==> config.mk <==
export PLATFORM = sky130hd
export DESIGN_NAME = mdio_mgmt_ctrl
export DESIGN_NICKNAME = d
export VERILOG_FILES = /design/src/rtl/mdio_mgmt_pkg.sv /design/src/rtl/mdio_mgmt_clkdiv.sv /design/src/rtl/mdio_mgmt_shifter.sv /design/src/rtl/mdio_mgmt_regs.sv /design/src/rtl/mdio_mgmt_ctrl.sv
export SDC_FILE = /design/constraint.sdc
export NUM_CORES = 1
export LEC_CHECK = 0
export BUFFER_PORTS_ARGS = -buffer_cell sky130_fd_sc_hd__buf_2
export CAP_MARGIN = 5
export CORE_MARGIN = 3
export CORE_UTILIZATION = 53
export DETAILED_ROUTE_END_ITERATION = 8
export GPL_TIMING_DRIVEN = 0
export PLACE_DENSITY = 0.79
export SYNTH_ARGS = -nofsm -noshare
export SYNTH_HDL_FRONTEND = slang
export SYNTH_HIERARCHICAL = 1
export SYNTH_SLANG_ARGS = --single-unit
==> constraint.sdc <==
create_clock -name clk -period 2 [get_ports clk]
set_input_delay 0.6 -clock clk [delete_from_list [all_inputs] [get_ports clk]]
set_output_delay 0.6 -clock clk [all_outputs]
set_load 0.1 [all_outputs]
==> src/rtl/mdio_mgmt_pkg.sv <==
package mdio_mgmt_pkg;

    localparam int PRE_LEN  = 32;
    localparam int FRAME_W  = 32;
    localparam int DATA_W   = 16;
    localparam int SEL_W    = 2;
    localparam int BIT_CNT  = PRE_LEN + FRAME_W;
    localparam int IDX_W    = $clog2(BIT_CNT);

    // operation field position inside the frame word
    localparam int OP_HI = 29;
    localparam int OP_LO = 28;
    localparam logic [1:0] OP_READ = 2'b10;

    // serial positions (preamble counted) of turnaround start and data start
    localparam int TA_FRAME_BIT = 17;
    localparam logic [IDX_W-1:0] IDX_PRE  = IDX_W'(PRE_LEN);
    localparam logic [IDX_W-1:0] IDX_TA   = IDX_W'(PRE_LEN + FRAME_W - 1 - TA_FRAME_BIT);
    localparam logic [IDX_W-1:0] IDX_DATA = IDX_W'(BIT_CNT - DATA_W);
    localparam logic [IDX_W-1:0] IDX_LAST = IDX_W'(BIT_CNT - 1);

    typedef enum logic [1:0] {
        ADDR_CTRL  = 2'd0,
        ADDR_CFG   = 2'd1,
        ADDR_FRAME = 2'd2,
        ADDR_STAT  = 2'd3
    } host_addr_e;

    typedef struct packed {
        logic                 en;
        logic [SEL_W-1:0]     sel;
        logic [FRAME_W-1:0]   frame;
    } reg_st_t;

    typedef struct packed {
        logic                 busy;
        logic [IDX_W-1:0]     idx;
        logic [FRAME_W-1:0]   shreg;
        logic                 is_rd;
        logic [DATA_W-1:0]    cap;
        logic                 mdio;
        logic                 oe;
        logic                 done;
    } shift_st_t;

endpackage

==> src/rtl/mdio_mgmt_clkdiv.sv <==
module mdio_mgmt_clkdiv #(
    parameter int SEL_W     = 2,
    parameter int BASE_LOG2 = 3
) (
    input  logic             clk,
    input  logic             rst_n,
    input  logic             run,
    input  logic [SEL_W-1:0] sel,
    output logic             mdc,
    output logic             rise_tick,
    output logic             fall_tick
);

    localparam int CNT_W      = BASE_LOG2 + (1 << SEL_W) - 1;
    localparam int SHIFT_BASE = BASE_LOG2 - 1;

    typedef struct packed {
        logic [CNT_W-1:0] cnt;
        logic             mdc;
    } div_st_t;

    div_st_t          div_d, div_q;
    logic [CNT_W-1:0] half_m1;
    logic             toggle;

    always_comb begin
        half_m1   = (CNT_W'(1) << (SHIFT_BASE + int'(sel))) - CNT_W'(1);
        toggle    = run && (div_q.cnt == half_m1);
        rise_tick = toggle && !div_q.mdc;
        fall_tick = toggle && div_q.mdc;

        div_d = div_q;
        if (!run) begin
            div_d.cnt = '0;
            div_d.mdc = 1'b0;
        end else if (toggle) begin
            div_d.cnt = '0;
            div_d.mdc = ~div_q.mdc;
        end else begin
            div_d.cnt = div_q.cnt + CNT_W'(1);
        end
    end

    always_ff @(posedge clk or negedge rst_n) begin
        if (!rst_n) begin
            div_q <= '0;
        end else begin
            div_q <= div_d;
        end
    end

    assign mdc = div_q.mdc;

endmodule

==> src/rtl/mdio_mgmt_shifter.sv <==
module mdio_mgmt_shifter
    import mdio_mgmt_pkg::*;
(
    input  logic                clk,
    input  logic                rst_n,
    input  logic                start,
    input  logic [FRAME_W-1:0]  frame_in,
    input  logic                rise_tick,
    input  logic                fall_tick,
    input  logic                mdio_in,
    output logic                busy,
    output logic                done,
    output logic                is_rd,
    output logic [DATA_W-1:0]   cap,
    output logic                mdio_out,
    output logic                mdio_oe
);

    shift_st_t          sh_d, sh_q;
    logic [IDX_W-1:0]   nidx;
    logic [FRAME_W-1:0] sh_nx;

    always_comb begin
        sh_d      = sh_q;
        sh_d.done = 1'b0;
        nidx      = sh_q.idx + IDX_W'(1);
        sh_nx     = sh_q.shreg;

        if (!sh_q.busy) begin
            if (start) begin
                sh_d.busy  = 1'b1;
                sh_d.idx   = '0;
                sh_d.shreg = frame_in;
                sh_d.is_rd = (frame_in[OP_HI:OP_LO] == OP_READ);
                sh_d.cap   = '0;
                sh_d.mdio  = 1'b1;
                sh_d.oe    = 1'b1;
            end
        end else begin
            // sample on the rising MDC edge inside the data window of a read
            if (rise_tick && sh_q.is_rd && (sh_q.idx >= IDX_DATA)) begin
                sh_d.cap = {sh_q.cap[DATA_W-2:0], mdio_in};
            end
            // advance on the falling MDC edge
            if (fall_tick) begin
                if (sh_q.idx == IDX_LAST) begin
                    sh_d.busy = 1'b0;
                    sh_d.done = 1'b1;
                    sh_d.mdio = 1'b1;
                    sh_d.oe   = 1'b0;
                end else begin
                    if (nidx > IDX_PRE) begin
                        sh_nx = {sh_q.shreg[FRAME_W-2:0], 1'b0};
                    end
                    sh_d.idx   = nidx;
                    sh_d.shreg = sh_nx;
                    sh_d.mdio  = (nidx < IDX_PRE) ? 1'b1 : sh_nx[FRAME_W-1];
                    sh_d.oe    = !(sh_q.is_rd && (nidx >= IDX_TA));
                end
            end
        end
    end

    always_ff @(posedge clk or negedge rst_n) begin
        if (!rst_n) begin
            sh_q      <= '0;
            sh_q.mdio <= 1'b1;
        end else begin
            sh_q <= sh_d;
        end
    end

    assign busy     = sh_q.busy;
    assign done     = sh_q.done;
    assign is_rd    = sh_q.is_rd;
    assign cap      = sh_q.cap;
    assign mdio_out = sh_q.mdio;
    assign mdio_oe  = sh_q.oe;

endmodule

==> src/rtl/mdio_mgmt_regs.sv <==
module mdio_mgmt_regs
    import mdio_mgmt_pkg::*;
(
    input  logic                clk,
    input  logic                rst_n,
    input  logic                we,
    input  logic [1:0]          addr,
    input  logic [FRAME_W-1:0]  wdata,
    input  logic                busy,
    input  logic                done,
    input  logic                is_rd,
    input  logic [DATA_W-1:0]   cap,
    output logic                port_en,
    output logic [SEL_W-1:0]    div_sel,
    output logic [FRAME_W-1:0]  frame,
    output logic                start,
    output logic [FRAME_W-1:0]  rdata
);

    reg_st_t    rg_d, rg_q;
    host_addr_e sel_addr;

    always_comb begin
        sel_addr = host_addr_e'(addr);
        start    = we && (sel_addr == ADDR_FRAME) && rg_q.en && !busy;

        rg_d = rg_q;
        // returned read data lands in the low half at frame end
        if (done && is_rd) begin
            rg_d.frame[DATA_W-1:0] = cap;
        end
        if (we) begin
            case (sel_addr)
                ADDR_CTRL:  rg_d.en  = wdata[0];
                ADDR_CFG:   rg_d.sel = wdata[SEL_W-1:0];
                ADDR_FRAME: if (start) rg_d.frame = wdata;
                default:    ;
            endcase
        end

        case (sel_addr)
            ADDR_CTRL:  rdata = {{(FRAME_W-1){1'b0}}, rg_q.en};
            ADDR_CFG:   rdata = {{(FRAME_W-SEL_W){1'b0}}, rg_q.sel};
            ADDR_FRAME: rdata = rg_q.frame;
            default:    rdata = {{(FRAME_W-1){1'b0}}, ~busy};
        endcase
    end

    always_ff @(posedge clk or negedge rst_n) begin
        if (!rst_n) begin
            rg_q <= '0;
        end else begin
            rg_q <= rg_d;
        end
    end

    assign port_en = rg_q.en;
    assign div_sel = rg_q.sel;
    assign frame   = rg_q.frame;

endmodule

==> src/rtl/mdio_mgmt_ctrl.sv <==
module mdio_mgmt_ctrl
    import mdio_mgmt_pkg::*;
(
    input  logic         clk,
    input  logic         rst_n,
    input  logic         host_we,
    input  logic [1:0]   host_addr,
    input  logic [31:0]  host_wdata,
    output logic [31:0]  host_rdata,
    output logic         mdc_o,
    output logic         mdio_o,
    output logic         mdio_oe_o,
    input  logic         mdio_i
);

    logic                busy;
    logic                done;
    logic                is_rd;
    logic [DATA_W-1:0]   cap;
    logic                ctrl_en;
    logic [SEL_W-1:0]    div_sel;
    logic [FRAME_W-1:0]  frame_q;
    logic                start;
    logic                rise_tick;
    logic                fall_tick;

    mdio_mgmt_regs regs_i (
        .clk     (clk),
        .rst_n   (rst_n),
        .we      (host_we),
        .addr    (host_addr),
        .wdata   (host_wdata),
        .busy    (busy),
        .done    (done),
        .is_rd   (is_rd),
        .cap     (cap),
        .port_en (ctrl_en),
        .div_sel (div_sel),
        .frame   (frame_q),
        .start   (start),
        .rdata   (host_rdata)
    );

    mdio_mgmt_clkdiv #(
        .SEL_W     (SEL_W),
        .BASE_LOG2 (3)
    ) div_i (
        .clk       (clk),
        .rst_n     (rst_n),
        .run       (busy),
        .sel       (div_sel),
        .mdc       (mdc_o),
        .rise_tick (rise_tick),
        .fall_tick (fall_tick)
    );

    mdio_mgmt_shifter shift_i (
        .clk       (clk),
        .rst_n     (rst_n),
        .start     (start),
        .frame_in  (host_wdata),
        .rise_tick (rise_tick),
        .fall_tick (fall_tick),
        .mdio_in   (mdio_i),
        .busy      (busy),
        .done      (done),
        .is_rd     (is_rd),
        .cap       (cap),
        .mdio_out  (mdio_o),
        .mdio_oe   (mdio_oe_o)
    );

endmodule

Word-level counts from Yosys, hierarchy flattened --
Cells that the tools add are included. Widths: inputs -> output; s select.
Storage, ports and cells: register bits after elaboration 101, bits of input ports 38, output and inout bits 35, word-level logic and storage cells 80
Cells by class: $add $sub $neg 4, $lt $le $gt $ge 4, eq/ne operators 10, shift operators 1, muxes and demuxes 21, bitwise gates (word level) 2, reductions and logical operators 23
Operators with widths (count):
- $pmux 32 s3 | 1
- $mux 16 | 5
- $mux 39 | 2
- $mux 58 | 1
- $mux 38 | 1
- $mux 32 | 1
- $shl 1x32->6 const A | 1
- $mux 18 | 1
- $add 6x1->6 const B | 2
- $ge 6x6->1 const B | 2
- $logic_and 1x1->1 | 10
- $ne 2x2->1 const B | 5
- $reduce_and 2->1 | 5
- $mux 7 | 1
- $eq 6x6->1 | 1
- $eq 6x6->1 const B | 1
- $gt 6x6->1 const B | 1
- $lt 6x6->1 const B | 1
- $mux 6 | 1
- $reduce_and 3->1 | 2
- $sub 6x2->6 const B | 1
- $mux 1 | 5
- $eq 2x2->1 const B | 2
- $reduce_and 4->1 | 1
- 8 further kinds | 11

Depth between registers and ports, before layout --
Gate-level depths: netlist (run 1).
depth after elaboration 10, depth in mapped cells 11, mapped depth without buffers 9

Modules after synthesis --
Netlist (run 1), hierarchy kept.
By module, submodules not included:
- mdio_mgmt_shifter | instances 1, cells an instance 309, area each 3221.8 um2, sequential area each 1477.7 um2
- mdio_mgmt_regs | instances 1, cells an instance 134, area each 1890.6 um2, sequential area each 875.8 um2
- mdio_mgmt_clkdiv | instances 1, cells an instance 40, area each 444.2 um2, sequential area each 175.2 um2

Worst setup path after synthesis (run 1) --
OpenSTA, ideal clock, no wires.
path type input-to-output, start input host_addr[0], end output host_rdata[1], arrival time 2.741 ns, data required time 1.400 ns, slack -1.341 ns, stages on the path 2, buffers on the path 0, cells stage by stage nand2_1 o21ai_0
On the way: cells in the longest elaborated chain, start to end 2, elaborated cells between the ends (all ways) 4, those cells by class eq/ne: 2; mux: 1; reduce/logical: 1
Ends and longest elaborated chain:
- from (decl) | RTL line mdio_mgmt_ctrl.sv:7 | input logic [1:0] host_addr,
- $eq 2x2->1, or another cell as far along | RTL line mdio_mgmt_regs.sv:41 | case (sel_addr)
- $pmux 32 s3 * | RTL line mdio_mgmt_regs.sv:41
- to (decl) | RTL line mdio_mgmt_ctrl.sv:9 | output logic [31:0] host_rdata,
Every way passes the cells marked *; elsewhere a longest branch is shown, timed or not.

Worst setup path after layout (run 1) --
start register div_i/div_q[2] in the netlist's numbering, end register shift_i/sh_q[50] in the netlist's numbering
On the way: cells in the longest elaborated chain, start to end 5
Ends and longest elaborated chain:
- from (decl) | RTL line mdio_mgmt_clkdiv.sv:22 | div_st_t div_d, div_q;
- from (signal assigned) | RTL line mdio_mgmt_clkdiv.sv:48 | div_q <= div_d;
- $eq 6x6->1 | RTL line mdio_mgmt_clkdiv.sv:28 | toggle = run && (div_q.cnt == half_m1);
- $logic_and 1x1->1 | RTL line mdio_mgmt_clkdiv.sv:28
- $logic_and 1x1->1 | RTL line mdio_mgmt_clkdiv.sv:30 | fall_tick = toggle && div_q.mdc;
- named net fall_tick | RTL line mdio_mgmt_ctrl.sv:25 | logic fall_tick;
- $ne 2x2->1 (no line)
- $reduce_and 4->1 (no line)
- to (decl) | RTL line mdio_mgmt_shifter.sv:19 | shift_st_t sh_d, sh_q;
The timed path passes the listed nets, and every way through them passes these cells. A chain may end at the register's enable or synchronous reset.

==> flow_metrics.tcl, run 1 <==
set metrics [dict create \
    outcome "finished with violations" \
    violations "setup timing" \
    p_leak_nw 3.63 \
    vias 4504 \
    fin_crit_sh 1.17 \
    cts_buffer_depth 2 \
    grt_pass1_vias 4649 \
    syn-instance-count 483 \
    port_buffers 72 \
    ir_drop_v 0.000734 \
    finClkSkew_ps 9.58 \
    hold_viol_final 0 \
    regArea_um2 2540 \
    crit_required_ps 2290 \
    synth_seq_cells 101 \
    fin_total_pwr_mw 9.41 \
    wirelength_mm 17.0 \
    clk_pin_slew_worst_paths_ps 100 \
    fp.dieArea_um2 11700 \
    drt_iter0_drc 363 \
    synth_edf_count 0 \
    tns_ps -18480 \
    drc 0 \
    fillers 540 \
    layout-area-overhead-vs-synth_pct 42.9 \
    multi_input_area_um2 3040 \
    clkSinkCount 101 \
    worstSetupStartpointType "flip-flop" \
    yosys_warnings 6 \
    cts_tree "built" \
    ctsHoldBuffers 0 \
    syn_area_per_cell_um2 11.5 \
    worst_pin_slew_ps 600 \
    seq_area_frac_synth 0.455 \
    die_h_um 108 \
    mostFrequentLayoutCell "dfrtp_1" \
    final_cell_mix "dfrtp_1 (92), buf_4 (53), nand3_1 (48)" \
    min_period_ps 2350 \
    fin_ws_ps -348 \
    overflow 0 \
    start_util 0.556 \
    grt_usage 0.275 \
    core_um2 10000 \
    cts_buffers 9 \
    async_flop_share 1.00 \
    vias_per_cell 5.96 \
    wire_per_inst_um 22.6 \
    synth_ff_type "dfrtp_1" \
    whs_ps 222 \
    clockRootBuffer "clkbuf_8" \
    clkLatencyLatePin_ps 370 \
    hold_class "input port to async pin" \
    synth_top_area_frac 0.450 \
    relSlewSlack 0.600 \
    setup_viol 85 \
    dp_hpwl_mm 8.68 \
    first_pass_iters 5 \
    grt_start_max_net_pins 60 \
    ys_types 59 \
    endpoint_kind "flip-flop" \
    criticalPathCategory "flip-flop to flip-flop" \
    rsz0062_at_grt "true" \
    antenna_found_initial 1 \
    ios 73 \
    syn_nets 524 \
    postRouteAntennaNets 0 \
    drive_above_1_share 0.575 \
    gp_congestion 0.887 \
    worstPathArrival_ps 2640 \
    num_antenna_cells 0 \
    yosys.area.top_type "dfrtp_1" \
    max_freq_mhz 426 \
    syn_area_um2 5560 \
    nets 659 \
    crit_path_max_fanout 5 \
    pwr_density_cell_nw_per_um2 1190 \
    ctsHtreeMaxLevel 3 \
    rows 36 \
    grt_pass1_wl_mm 24.7 \
    die_x_um 108 \
    yosys-top-cells-area "dfrtp_1 (45%), a2bb2oi_2 (7.8%), mux2_4 (7.8%)" \
    drv_cap 0 \
    maxSlewViolCount 0 \
]
-- cell usage after synthesis, types with 2 or more instances --
| cell type | instances |
|---|---|
| dfrtp_1 | 100 |
| buf_4 | 18 |
| and2_1 | 32 |
| and3_1 | 5 |
| a2bb2oi_2 | 29 |
| nand3_1 | 49 |
| buf_12 | 3 |
| o21bai_1 | 31 |
| nand2b_1 | 3 |
| inv_1 | 4 |
| buf_6 | 5 |
| nor2_1 | 12 |
| a22o_1 | 2 |
| o21ai_0 | 10 |
| xnor2_1 | 3 |
| a21oi_1 | 5 |
| clkbuf_1 | 22 |
| nand2_1 | 48 |
| nand2_2 | 2 |
| nand3b_1 | 3 |
| ha_1 | 3 |
| xor2_1 | 4 |
| o211ai_1 | 2 |
| mux2_4 | 29 |
| nor3_1 | 3 |
| mux2_2 | 23 |
-- worst paths after layout --
kind	slack (ps)	endpoint	startpoint	cells past startpoint
setup / recovery	-350	shift_i/sh_q[50]	div_i/div_q[2]	13
hold / removal	220	regs_i/port_en	rst_n	1
setup reg to reg	-350	shift_i/sh_q[50]	div_i/div_q[2]	13
hold reg to reg	510	regs_i/frame[16]	regs_i/frame[16]	1
max in group asynchronous	1080	shift_i/sh_q[36]	rst_n	2
min in group clk	460	shift_i/cap[0]	mdio_i	3
-- cell type report --
type,count,area share
Clock inverter,5,0.0102
Sequential cell,101,0.320
Timing Repair Buffer,127,0.190
Inverter,4,0.00189
Clock buffer,11,0.0178
Multi-Input combinational cell,328,0.382
Tap cell,133,0.0210
Buffer,47,0.0575
-- power by group --
| group | switching (mW) | internal, mW |
|---|---|---|
| Combinational | 2.02 | 2.17 |
| Clock | 0.761 | 0.744 |
| Sequential | 0.758 | 2.96 |
-- flip-flops by register name (all words and copies together) (netlist names) --
signal            cells
div_i/div_q           6
div_i/mdc             1
regs_i/div_sel        2
regs_i/frame         32
regs_i/port_en        1
shift_i/busy          1
shift_i/cap          16
shift_i/done          1
shift_i/is_rd         1
shift_i/mdio_oe       1
shift_i/mdio_out      1
shift_i/sh_q         38
-- critical path, stage by stage (launching register included) --
cell	delay, ps
dfrtp_1	400
ha_1	180
and2b_1	180
o21ai_4	90
nor3_4	140
and3_4	250
nand2_8	60
a221oi_4	200
or2_1	160
buf_6	120
buf_12	110
buf_12	100
buf_12	110
a2bb2oi_2	170
-- through the flow --
| step | instance area, um^2 | utilization | worst slack [ps] | std cells |
|---|---|---|---|---|
| global placement | 6170 | 0.617 | -914 | 688 |
| CTS | 7660 | 0.766 | -225 | 743 |
| floorplan | 5650 | - | -166 | 483 |
| detailed placement | 6200 | 0.620 | -901 | 689 |
| finish | 7940 | 0.794 | -348 | 756 |
| global route | 7940 | 0.794 | -418 | 756 |
-- cells by family (layout without fill, tap and decap cells) --
group,after synthesis,count (layout),synth area share
adder cells (fa/ha/maj),3,3,0.00676
AO/OA/AOI/OAI,94,94,0.169
AND/OR/NAND/NOR,170,170,0.163
multiplexers,54,54,0.131
XOR/XNOR,7,7,0.0110
flip-flops,101,101,0.455
buffers and inverters,54,194,0.0644
-- layer usage --
metal | wire [um] | up-vias | GRT usage
met5 | 13 | - | 0
met4 | 487 | 2 | 0.0775
met2 | 8750 | 217 | 0.480
met3 | 1070 | 51 | 0.0454
met1 | 6730 | 2274 | 0.356
li1 | - | 1960 | -
-- repair_timing --
action,4_1_cts,5_1_grt
hold endpoints to repair,0,0
setup buffers,33,12
pin swaps,18,26
setup endpoints to repair,91,83
cloned,7,3
gates resized for setup,214,54
No activity file was read; power rests on OpenSTA's default activity.
==> run 2: changes to the inputs <==
--- a/config.mk
+++ b/config.mk
@@ -8,10 +8,10 @@
 export BUFFER_PORTS_ARGS = -buffer_cell sky130_fd_sc_hd__buf_2
 export CAP_MARGIN = 5
 export CORE_MARGIN = 3
-export CORE_UTILIZATION = 53
+export CORE_UTILIZATION = 58
 export DETAILED_ROUTE_END_ITERATION = 8
 export GPL_TIMING_DRIVEN = 0
-export PLACE_DENSITY = 0.79
+export PLACE_DENSITY = 0.82
 export SYNTH_ARGS = -nofsm -noshare
 export SYNTH_HDL_FRONTEND = slang
 export SYNTH_HIERARCHICAL = 1
==> constraint.sdc (replaced) <==
create_clock -name clk -period 2.59 [get_ports clk]
set_input_delay 0.777 -clock clk [delete_from_list [all_inputs] [get_ports clk]]
set_output_delay 0.777 -clock clk [all_outputs]
set_load 0.1 [all_outputs]
==> run 2 against run 1 <==
The flow now finishes without violations. Clock power down 33%. Hold slack improved by 140 ps. Utilization fell by 7.8 points. Power decreased by 31%. Register-to-register slack improved by 490 ps. Clock skew increased by 8.2 ps. Global-route usage down 3.8 points. Worst setup slack improved by 370 ps. Critical path type is now input port to primary output. Critical endpoint is now host_rdata[30]. Largest cell class unchanged.
==> flow_metrics.tcl, run 2 (same netlist as run 1, synthesis figures left out) <==
set metrics [dict create \
    outcome "finished, final reports clean" \
    core_um2 9280 \
    crit_required_ps 1810 \
    crit_path_max_fanout 10 \
    drc 0 \
    die_h_um 104 \
    port_buffers 72 \
    ir_drop_v 0.000538 \
    layout-area-overhead-vs-synth_pct 19.6 \
    pwr_density_cell_nw_per_um2 978 \
    clkSinkCount 101 \
    clk_pin_slew_worst_paths_ps 100 \
    cts_buffers 9 \
    overflow 0 \
    worstSetupStartpointType "input port" \
    finClkSkew_ps 17.8 \
    endpoint_kind "primary output" \
    grt_usage 0.237 \
    fillers 690 \
    fp.dieArea_um2 10800 \
    gp_congestion 0.834 \
    cts_buffer_depth 2 \
    ctsHoldBuffers 0 \
    wirelength_mm 12.8 \
    p_leak_nw 3.05 \
    min_period_ps 2570 \
    criticalPathCategory "input port to primary output" \
    final_cell_mix "dfrtp_1 (99), nand3_1 (49), nand2_1 (47)" \
    clkLatencyLatePin_ps 360 \
    fin_util 0.716 \
    relSlewSlack 0.666 \
    wire_per_inst_um 18.3 \
    drive_above_1_share 0.444 \
    first_pass_iters 4 \
    cts_tree "built" \
    drt_iter0_drc 228 \
    antenna_found_initial 0 \
    dp_hpwl_mm 8.68 \
    drv_cap 0 \
    num_antenna_cells 0 \
    nets 607 \
    worstPathArrival_ps 1790 \
    clockRootBuffer "clkbuf_8" \
    die_x_um 104 \
    worst_pin_slew_ps 502 \
    multi_input_area_um2 2730 \
    rows 35 \
    setup_viol 0 \
    grt_pass1_vias 4137 \
    maxSlewViolCount 0 \
    ctsHtreeMaxLevel 3 \
    largest_reg_flops 38 \
    max_freq_mhz 389 \
    fin_total_pwr_mw 6.50 \
    hold_class "input port to async pin" \
    top_register "shift_i/sh_q" \
    grt_start_max_net_pins 69 \
    regArea_um2 2530 \
    rsz0062_at_grt "true" \
    start_util 0.599 \
    vias_per_cell 5.67 \
    ios 73 \
    vias 3963 \
    fin_crit_sh 0.993 \
    grt_pass1_wl_mm 20.7 \
    hold_viol_final 0 \
    postRouteAntennaNets 0 \
    mostFrequentLayoutCell "dfrtp_1" \
]
## run 2: cell types whose count changed in the layout (fill, tap and decap cells not counted), sizes merged
| cell | change |
|---|---|
| clkbuf | +1 |
| bufinv | -1 |
| buf | -52 |
| inv | -1 |
## run 2: worst paths after layout
path                           startpoint               end  slack, ps  depth (start not counted)
max in group asynchronous           rst_n  shift_i/mdio_out       1490                          2
max reg2reg                div_i/div_q[3]  shift_i/sh_q[50]        140                          9
min                                 rst_n   regs_i/frame[7]        360                          1
min in group clk           div_i/div_q[1]    div_i/div_q[1]        500                          1
max                          host_addr[0]    host_rdata[30]         20                          5
min reg2reg                div_i/div_q[1]    div_i/div_q[1]        500                          1
## run 2: metal layers
layer,vias up,GRT usage,share of wire
met1,2005,0.309,0.43
met2,100,0.409,0.51
li1,1843,-,-
met4,0,0.0494,0.013
met5,-,0,0
met3,15,0.0515,0.048
## run 2: what timing repair did
item                                   4_1_cts  5_1_grt
setup endpoints to repair                   35       64
endpoints found under the hold margin        0        0
gates cloned                                 0        0
pin swaps                                    0        0
setup buffers                                0        0
resized for setup                           69       38
## run 2: critical path, cell delays in order
cell and delay [ps]:
buf_2 130, and2b_4 310, buf_6 190, and2_2 170, buf_6 220
## run 2: where the power goes
| part | switching, mW | internal, mW | leakage, nW |
|---|---|---|---|
| logic | 1.35 | 1.33 | 1.72 |
| registers | 0.536 | 2.28 | 1.23 |
| clock network | 0.537 | 0.472 | 0.0927 |
## run 2: layout make-up
type                            instances  share of cell area
Timing Repair Buffer                   73              0.0982
Clock buffer                           12              0.0218
Tap cell                              129              0.0243
Sequential cell                       101               0.381
Clock inverter                          3             0.00696
Multi-Input combinational cell        328               0.410
Buffer                                 49              0.0555
Inverter                                4             0.00226
## run 2: stage by stage
stage          setup TNS [ps]  instance area (um^2)  hold WS [ps]  setup WS (ps)  std cells
2_1_floorplan               0                  5600           457           25.7        483
4_1_cts                 -1300                  6540           358          -61.7        700
3_3_place_gp           -54400                  6120           473           -600        684
3_5_place_dp           -29840                  6150           485           -633        685
6_report                    0                  6650           362           18.3        699
5_1_grt                 -37.1                  6650           373          -20.1        699
